File: config.mk
export PLATFORM = sky130hd
export DESIGN_NAME = hdr_commit_ctrl
export DESIGN_NICKNAME = d
export VERILOG_FILES = /design/src/rtl/hdr_commit_pkg.sv /design/src/rtl/hdr_cs_sync.sv /design/src/rtl/hdr_stage.sv /design/src/rtl/hdr_drain.sv /design/src/rtl/hdr_commit_ctrl.sv
export SDC_FILE = /design/constraint.sdc
export NUM_CORES = 1
export LEC_CHECK = 0
export BUFFER_PORTS_ARGS = -buffer_cell sky130_fd_sc_hd__buf_2
export CAP_MARGIN = 20
export CORE_AREA = 2 2 88 90
export DETAILED_ROUTE_END_ITERATION = 12
export DIE_AREA = 0 0 90 92
export PLACE_DENSITY = 0.81
export SLEW_MARGIN = 20
export SYNTH_ARGS = -nofsm -noshare
export SYNTH_HDL_FRONTEND = slang
export SYNTH_SLANG_ARGS = --single-unit
File: constraint.sdc
create_clock -name clk -period 2.1 [get_ports clk]
set_input_delay 0.21 -clock clk [delete_from_list [all_inputs] [get_ports clk]]
set_output_delay 0.21 -clock clk [all_outputs]
set_load 0.005 [all_outputs]
File: src/rtl/hdr_commit_pkg.sv
// Shared constants for the header commit controller: control/status bit
// positions. Assumes a 4-bit control and status word.
package hdr_commit_pkg;
    localparam int CTL_W     = 4;
    localparam int BIT_GATE  = 0;  // 1 = gated mode, 0 = free mode
    localparam int BIT_EN    = 1;  // header enable
    localparam int BIT_DONE  = 2;  // committed flag
    localparam int BIT_DROP  = 3;  // ignored flag
endpackage

File: src/rtl/hdr_cs_sync.sv
// Chip-select synchroniser with falling-edge detector.
// Assumes cs_n_async is asynchronous to clk; resets to the inactive (high) level.
module hdr_cs_sync #(
    parameter int STAGES = 2
) (
    input  logic clk,
    input  logic rst_n,
    input  logic cs_n_async,
    output logic cs_n_q,
    output logic cs_fall
);
    logic [STAGES-1:0] chain;
    logic              prev;

    generate
        for (genvar i = 0; i < STAGES; i++) begin : g_stage
            // One flop of the synchroniser chain.
            always_ff @(posedge clk) begin
                if (!rst_n)
                    chain[i] <= 1'b1;
                else if (i == 0)
                    chain[i] <= cs_n_async;
                else
                    chain[i] <= chain[(i == 0) ? 0 : i-1];
            end
        end
    endgenerate

    // Remember the previous synchronised level for edge detection.
    always_ff @(posedge clk) begin
        if (!rst_n) prev <= 1'b1;
        else        prev <= chain[STAGES-1];
    end

    assign cs_n_q  = chain[STAGES-1];
    assign cs_fall = prev & ~chain[STAGES-1];
endmodule

File: src/rtl/hdr_stage.sv
// Header write decoder and staging register.
// Decodes the one-per-length write strobes (highest bit wins) and holds a
// header written while chip select is high until it is committed.
module hdr_stage #(
    parameter int MAX_BYTES = 4,
    parameter int BYTE_W    = 8,
    localparam int DATA_W   = MAX_BYTES * BYTE_W,
    localparam int CNT_W    = $clog2(MAX_BYTES + 1)
) (
    input  logic                 clk,
    input  logic                 rst_n,
    input  logic [MAX_BYTES-1:0] wr_strobe,
    input  logic [DATA_W-1:0]    wr_data,
    input  logic                 load,
    input  logic                 clear,
    output logic                 wr_any,
    output logic [CNT_W-1:0]     wr_len,
    output logic [CNT_W-1:0]     st_len,
    output logic [DATA_W-1:0]    st_data
);
    // Byte count of the current write: highest strobe bit decides.
    always_comb begin
        wr_len = '0;
        for (int k = 0; k < MAX_BYTES; k++)
            if (wr_strobe[k]) wr_len = CNT_W'(k + 1);
    end

    assign wr_any = |wr_strobe;

    // Staging register: loaded by an accepted early write, emptied on commit.
    always_ff @(posedge clk) begin
        if (!rst_n) begin
            st_len  <= '0;
            st_data <= '0;
        end else if (load) begin
            st_len  <= wr_len;
            st_data <= wr_data;
        end else if (clear) begin
            st_len  <= '0;
        end
    end
endmodule

File: src/rtl/hdr_drain.sv
// Byte pusher: shifts a committed header out one byte per cycle, low byte first.
// Assumes load is only raised while idle (busy low).
module hdr_drain #(
    parameter int MAX_BYTES = 4,
    parameter int BYTE_W    = 8,
    localparam int DATA_W   = MAX_BYTES * BYTE_W,
    localparam int CNT_W    = $clog2(MAX_BYTES + 1)
) (
    input  logic              clk,
    input  logic              rst_n,
    input  logic              load,
    input  logic [CNT_W-1:0]  load_len,
    input  logic [DATA_W-1:0] load_data,
    output logic              push_valid,
    output logic [BYTE_W-1:0] push_data,
    output logic              busy
);
    logic [CNT_W-1:0]  left;
    logic [DATA_W-1:0] shreg;

    // Load a header or advance by one byte per pushed cycle.
    always_ff @(posedge clk) begin
        if (!rst_n) begin
            left  <= '0;
            shreg <= '0;
        end else if (load) begin
            left  <= load_len;
            shreg <= load_data;
        end else if (left != '0) begin
            left  <= left - CNT_W'(1);
            shreg <= shreg >> BYTE_W;
        end
    end

    assign busy       = (left != '0);
    assign push_valid = busy;
    assign push_data  = shreg[BYTE_W-1:0];
endmodule

File: src/rtl/hdr_commit_ctrl.sv
// Header commit controller (top). Decides whether header writes are staged,
// committed or refused, based on the synchronised chip select and the gating
// mode, and keeps the sticky committed / ignored flags.
// Assumes a single clock domain apart from cs_n_in, and a push sink that is
// always ready.
module hdr_commit_ctrl
    import hdr_commit_pkg::*;
#(
    parameter int MAX_BYTES   = 4,
    parameter int BYTE_W      = 8,
    parameter int SYNC_STAGES = 2,
    localparam int DATA_W     = MAX_BYTES * BYTE_W,
    localparam int CNT_W      = $clog2(MAX_BYTES + 1)
) (
    input  logic                 clk,
    input  logic                 rst_n,
    input  logic                 cs_n_in,
    input  logic [MAX_BYTES-1:0] hdr_wr,
    input  logic [DATA_W-1:0]    hdr_wdata,
    input  logic                 ctl_wr,
    input  logic [CTL_W-1:0]     ctl_wdata,
    output logic [CTL_W-1:0]     stat,
    output logic                 push_valid,
    output logic [BYTE_W-1:0]    push_data
);
    logic              cs_n_q, cs_fall, cs_low;
    logic              wr_any, busy;
    logic [CNT_W-1:0]  wr_len, st_len;
    logic [DATA_W-1:0] st_data;
    logic              gate, en, done, drop;
    logic              blocked, wr_accept, wr_ignore;
    logic              imm_commit, fall_commit, arm_commit, commit;
    logic              stage_load;
    logic [CNT_W-1:0]  drain_len;
    logic [DATA_W-1:0] drain_data;

    hdr_cs_sync #(.STAGES(SYNC_STAGES)) u_sync (
        .clk(clk), .rst_n(rst_n), .cs_n_async(cs_n_in),
        .cs_n_q(cs_n_q), .cs_fall(cs_fall)
    );

    hdr_stage #(.MAX_BYTES(MAX_BYTES), .BYTE_W(BYTE_W)) u_stage (
        .clk(clk), .rst_n(rst_n), .wr_strobe(hdr_wr), .wr_data(hdr_wdata),
        .load(stage_load), .clear(commit),
        .wr_any(wr_any), .wr_len(wr_len), .st_len(st_len), .st_data(st_data)
    );

    hdr_drain #(.MAX_BYTES(MAX_BYTES), .BYTE_W(BYTE_W)) u_drain (
        .clk(clk), .rst_n(rst_n), .load(commit), .load_len(drain_len),
        .load_data(drain_data), .push_valid(push_valid),
        .push_data(push_data), .busy(busy)
    );

    assign cs_low = ~cs_n_q;

    // Accept/refuse decision and the three commit sources.
    always_comb begin
        blocked     = done | busy | (gate & cs_low);
        wr_accept   = wr_any & ~blocked;
        wr_ignore   = wr_any & blocked;
        imm_commit  = ~gate & wr_accept & cs_low;
        fall_commit = ~gate & cs_fall & (st_len != '0) & ~done & ~busy;
        arm_commit  = gate & en & cs_low & ~done & ~busy;
        commit      = imm_commit | fall_commit | arm_commit;
        stage_load  = wr_accept & ~imm_commit;
        drain_len   = imm_commit ? wr_len    : st_len;
        drain_data  = imm_commit ? hdr_wdata : st_data;
    end

    // Mode, enable and sticky flags; setting events win over clear-by-0.
    always_ff @(posedge clk) begin
        if (!rst_n) begin
            gate <= 1'b0;
            en   <= 1'b0;
            done <= 1'b0;
            drop <= 1'b0;
        end else begin
            if (ctl_wr) begin
                gate <= ctl_wdata[BIT_GATE];
                en   <= ctl_wdata[BIT_EN];
            end
            if (!gate && wr_any)
                en <= 1'b1;
            if (commit)
                done <= 1'b1;
            else if (ctl_wr && !ctl_wdata[BIT_DONE])
                done <= 1'b0;
            if (wr_ignore)
                drop <= 1'b1;
            else if (ctl_wr && !ctl_wdata[BIT_DROP])
                drop <= 1'b0;
        end
    end

    always_comb begin
        stat           = '0;
        stat[BIT_GATE] = gate;
        stat[BIT_EN]   = en;
        stat[BIT_DONE] = done;
        stat[BIT_DROP] = drop;
    end
endmodule

# Yosys cells after proc, flatten, opt, wreduce, memory -nomap -nowiden
# Index checks and enable logic that the tools add are counted.
word_totals:
  out_inout_bits: 13
  elab_cells: 69
  register_bits: 77
classes:
  reduce_logical: 14
  bitwise: 25
  n_mux: 18
  addsub: 1
op_table:
  columns: ["operator", "count"]
  rows:
  - ["$mux 32", 3]
  - ["$mux 3", 6]
  - ["$and 1x1->1", 15]
  - ["$reduce_bool 2->1", 5]
  - ["$mux 1", 7]
  - ["$not 1->1", 6]
  - ["$reduce_bool 3->1", 2]
  - ["$mux 2", 2]
  - ["$or 1x1->1", 4]
  - ["$reduce_or 4->1", 1]
  - ["$logic_and 1x1->1", 3]
  - ["$logic_not 1->1", 3]
  - ["$sub 3x1->3 const B", 1]

# Longest topological paths before layout
logic_depth:
  depth_word: 11
  ltp_mapped: 9
  ltp_nobuf: 7

# Hierarchy
# From an unflattened synthesis, not the netlist that was laid out.
hier_totals:
  hier_cells: 395
  hier_area_um2: 3839.9
by_module_without_submodules:
  columns: ["mod", "area_each_um2", "n_inst", "seq_area_each_um2", "cells_each"]
  rows:
  - ["hdr_drain", 1572.8, 1, 700.7, 198]
  - ["hdr_stage", 1378.8, 1, 700.7, 123]
  - ["hdr_commit_ctrl", 803.3, 1, 80.1, 67]
  - ["hdr_cs_sync", 85.1, 1, 60.1, 7]

# Least setup slack after synthesis
# No wires, ideal clock.
synth_path:
  path_kind: "flip-flop to flip-flop"
  start: "register u_drain.left[0]"
  end: "register u_drain.shreg[7]"
  arrival_time_ns: 2.011
  required_ns: 1.975
  setup_ns: 0.125
  path_stages_with_launch: 10
  slack_ns: -0.036
  n_path_buf: 2
  path_cell_list: "dfxtp_1 > inv_1 > ha_1 > or3b_1 > buf_2 > or3_1 > o22ai_1 > buf_2 > a2bb2oi_1 > a21boi_0"
synth_between:
  elab_chain_len: 10
  word_cells_on_any_way: 15
  classes_between: "2 x mux; 11 x bitwise; 2 x reduce/logical"
synth_lines:
  columns: ["item", "line", "text"]
  rows:
  - ["from (decl)", "hdr_drain.sv:18", "logic [CNT_W-1:0] left;"]
  - ["from (signal assigned)", "hdr_drain.sv:27", "left <= load_len;"]
  - ["from (signal assigned)", "hdr_drain.sv:30", "left <= left - CNT_W'(1);"]
  - ["$reduce_bool 3->1 *", "hdr_drain.sv:29, hdr_drain.sv:35", null]
  - ["$or 1x1->1 (2 in a row)", "hdr_commit_ctrl.sv:58", "blocked = done | busy | (gate & cs_low);"]
  - ["$not 1->1", "hdr_commit_ctrl.sv:59", "wr_accept = wr_any & ~blocked;"]
  - ["$and 1x1->1", "hdr_commit_ctrl.sv:59", null]
  - ["$and 1x1->1 (2 in a row)", "hdr_commit_ctrl.sv:61", "imm_commit = ~gate & wr_accept & cs_low;"]
  - ["$or 1x1->1 (2 in a row)", "hdr_commit_ctrl.sv:64", "commit = imm_commit | fall_commit | arm_commit;"]
  - ["$mux 32 / $reduce_bool 2->1 (equally long branches)", null, null]
  - ["to (signal assigned)", "hdr_drain.sv:28", "shreg <= load_data;"]
  - ["to (signal assigned)", "hdr_drain.sv:31", "shreg <= shreg >> BYTE_W;"]
  - ["to (decl)", "hdr_drain.sv:19", "logic [DATA_W-1:0] shreg;"]
# Mark *: on every way between the ends. The rest lies on a longest branch, timed or not.
# A chain may end at the register's enable or synchronous reset.

# Worst setup path after layout
layout_path:
  start: "register u_drain.left[1]"
  end: "register u_drain.left[1]"
layout_between:
  elab_chain_len: 10
  word_cells_on_any_way: 17
  classes_between: "1 x add/sub; 3 x mux; 11 x bitwise; 2 x reduce/logical"
layout_lines:
  columns: ["item", "line"]
  rows:
  - ["$reduce_bool 3->1", "hdr_drain.sv:29, hdr_drain.sv:35"]
  - ["$or 1x1->1 (2 in a row)", "hdr_commit_ctrl.sv:58"]
  - ["$not 1->1", "hdr_commit_ctrl.sv:59"]
  - ["$and 1x1->1", "hdr_commit_ctrl.sv:59"]
  - ["$and 1x1->1 (2 in a row)", "hdr_commit_ctrl.sv:61"]
  - ["$or 1x1->1 (2 in a row)", "hdr_commit_ctrl.sv:64"]
  - ["$mux 3 / $reduce_bool 2->1 (equally long branches)", null]
# Several ways; a longest one is shown, not always the timed one. The select of a mux whose other input is x is not followed.

==> results.cfg <==
[critical_path]
crit_required_ps = 2350
crit_fanout = 6
path_class = reg -> reg
cp_slowest_cell = or3_4
cpPeakStageDelay_ps = 410
r2r-start = u_drain.left[1]
reg2regPathDepth = 9
cp-start-kind = register
worstSetupEndpointType = register
r2r_end = u_drain.left[1]
r2r_slack_ps = -110
path_cells = inv_2 -> ha_4 -> or3b_4 -> or3_4 -> o22ai_4 -> buf_6 -> buf_12 -> nor2b_1 -> o31ai_1
critPathArrivalTime_ps = 2460

[timing]
fin_crit_sh_pct = 105
timing.final.crit_period_ps = 2210
tightest_slew_ps = 510
setup_tns_ps = -1670
hold_violations = 0
slew_viol_final = 0
clock_skew_ps = 7.97
max_freq_mhz = 452
slew_headroom_pct = 65.6
finalSetupViolations = 30
whs_ps = 63.7
rsz0062_at_grt = true
setup_ws_ps = -114

[cts]
cts_root_buf = clkbuf_8
cts_sinks = 77
cts.htree.levels = 3
clockBufferDepth = 2
cts_hold_buf = 0
cts_made_buffers = 9
cts_tree = done
clock_latency_ps = 340
clk_pin_slew_ps = 80

[power_and_ir_drop]
p_per_area_mw_per_mm2 = 1130
leakage_nw = 1.82
peakVddDrop_uv = 532

[floorplan]
rows = 32
core_region_area_sq_mm = 0.00745
die_y_microns = 92
io_pins = 57
dieArea_sq_mm = 0.00828
die_w_microns = 90
start_util_pct = 48.5

[synthesis]
yosys.area.top_type_share_pct = 42.7
synth_top_area_cell = dfxtp_1
synth_ff_type = dfxtp_1
synth.most_common_cell = nand2_1
synthesis.nets = 453
synth_area_leaders = dfxtp_1 43%, nand2_1 9.7%, a21boi_0 8.3%, mux2i_1 5.0%, a2bb2oi_1 3.9%
synth_edf_count = 0
yosysWarnings = 0
ys_seq_area_share_pct = 42.7
synth-seq-cells = 77
synth_area_sq_mm = 0.00361
synthCells = 407
synth_cell_type_count = 45
syn_avg_cell_area_sq_um = 8.87
yosys-top-cells-count = 93 x nand2_1, 77 x dfxtp_1, 40 x a21boi_0
ys_async_sr_fraction_pct = 0

[worst_hold_path]
holdPathEnd = u_sync.chain[0]
hold_depth = 2
hold_class = in -> reg
hold_start = cs_n_in

[cells_and_area]
layout-drive-gt1-share_pct = 30.3
fillCellCount = 647
final-seq-area_sq_mm = 0.00154
antenna_cells = 0
nets = 519
area_growth_pct = 26.6
multiInputGateArea_sq_mm = 0.00197
final_util_pct = 61.4

[global_routing]
grt_max_degree = 60
grt_pass1_vias = 3044
grt_overflow_total = 0
track_usage_pct = 22.4
antenna_found_initial = 0
grt_pass1_wl_microns = 14900

[placed_design]
numPortBuffers = 56
gp_congestion = 0.830
hpwl_microns = 6210
dp_slack_ps = -57.0

[routing]
drtAntennaViolNets = 0
drc_errors = 0
wire_per_inst_microns = 17.5
vias = 3381
routed_via_density = 5.85
drt-initial-drc-count = 382
dr.pass1.iters = 7
wl_microns = 10100

[run]
drv_cap = 0

[run_status]
failed_checks = negative setup slack
status = complete, but fails checks
-- layout by cell type, fill, tap and decap left out, types with 3 or more instances in the layout --
cell       instances
a2bb2oi_2         14
clkbuf_8          10
o221ai_1           5
o32ai_1            8
nor3_1             3
a222oi_1           8
buf_2             57
or3_1              3
nand2_1           93
inv_1              4
and2_1             4
a21boi_0          33
nand2b_1           4
buf_4             24
nand3_1           10
inv_2              3
a21boi_1          16
buf_12             5
o21ai_0           10
nor2b_1           15
dfxtp_1           75
o21ai_1            4
o221ai_2           3
mux2i_1           18
buf_6              9
-- per-layer routing --
layer,routed length [microns],part of all wire (%),GRT usage (%),vias up
li1,-,-,-,1565
met1,4210,42,29.8,1597
met2,4730,47,35.1,187
met3,845,8.4,6.16,32
met4,311,3.1,7.56,0
met5,0,0,0,-
-- state kept, by name (all words and copies together), names as in the netlist --
signal	count
done	1
drop	1
en	1
gate	1
u_drain.left	3
u_drain.shreg	32
u_stage.st_data	32
u_stage.st_len	3
u_sync.chain	1
u_sync.cs_n_q	1
u_sync.prev	1
-- critical path: cells and delay by family, from the launching register on --
| kind | cells | cell delay (ps) |
|---|---|---|
| AO/OA/AOI/OAI | 2 | 430 |
| buffers and inverters | 3 | 360 |
| AND/OR/NAND/NOR | 3 | 850 |
| flip-flops | 1 | 340 |
| adder cells (fa/ha/maj) | 1 | 140 |
-- kinds of logic (layout without fill, tap and decap cells) --
logic type	Yosys count	after routing	synth area share, %
muxes	18	18	4.99
and+or+nand+nor	144	144	18.8
AOI/OAI and AO/OA	115	115	25.0
adders and majority gates	2	2	0.693
xor gates and xnor gates	2	2	0.485
DFF	77	77	42.7
buffers and inverters	49	118	7.35
-- layout make-up --
type / count / area share, %
Timing Repair Buffer: 97 / 15.7
Clock buffer: 12 / 3.18
Clock inverter: 2 / 0.767
Tap cell: 102 / 2.79
Sequential cell: 77 / 33.8
Multi-Input combinational cell: 281 / 43.2
Inverter: 7 / 0.575
-- timing repair --
item	in CTS	in global routing
pin swaps	0	18
hold endpoints to repair	0	0
endpoints found under the setup margin	13	38
setup buffers	0	9
resized for setup	6	48
gates cloned	0	6
-- power breakdown --
group          internal (mW)  switching (mW)  total [mW]
Clock                  0.568           0.510        1.08
Sequential              1.73           0.176        1.91
Combinational          0.957            1.23        2.19
Total                   3.26            1.92        5.17
-- through the flow --
stage	cell area, sq um	instances	power (mW)
floorplan	3620	407	3.11
global placement	4040	549	3.65
detailed placement	4040	549	3.71
CTS	4250	563	4.82
global route	4570	578	5.42
finish	4570	578	5.17
-- worst max-delay path by stage --
| stage | startpoint | endpoint | slack, ps | depth (start not counted) |
|---|---|---|---|---|
| after floorplan | u_drain.left[0] | u_stage.st_data[0] | 8 | 8 |
| after global placement | hdr_wr[3] | u_drain.shreg[8] | -10 | 7 |
| after detailed placement | hdr_wr[3] | u_drain.shreg[9] | -60 | 7 |
| after CTS | u_drain.left[0] | u_drain.left[1] | -2 | 8 |
| after global routing | u_drain.left[0] | u_drain.left[1] | -170 | 9 |
| final | u_drain.left[1] | u_drain.left[1] | -110 | 9 |
(Power assumes the default switching activity.)
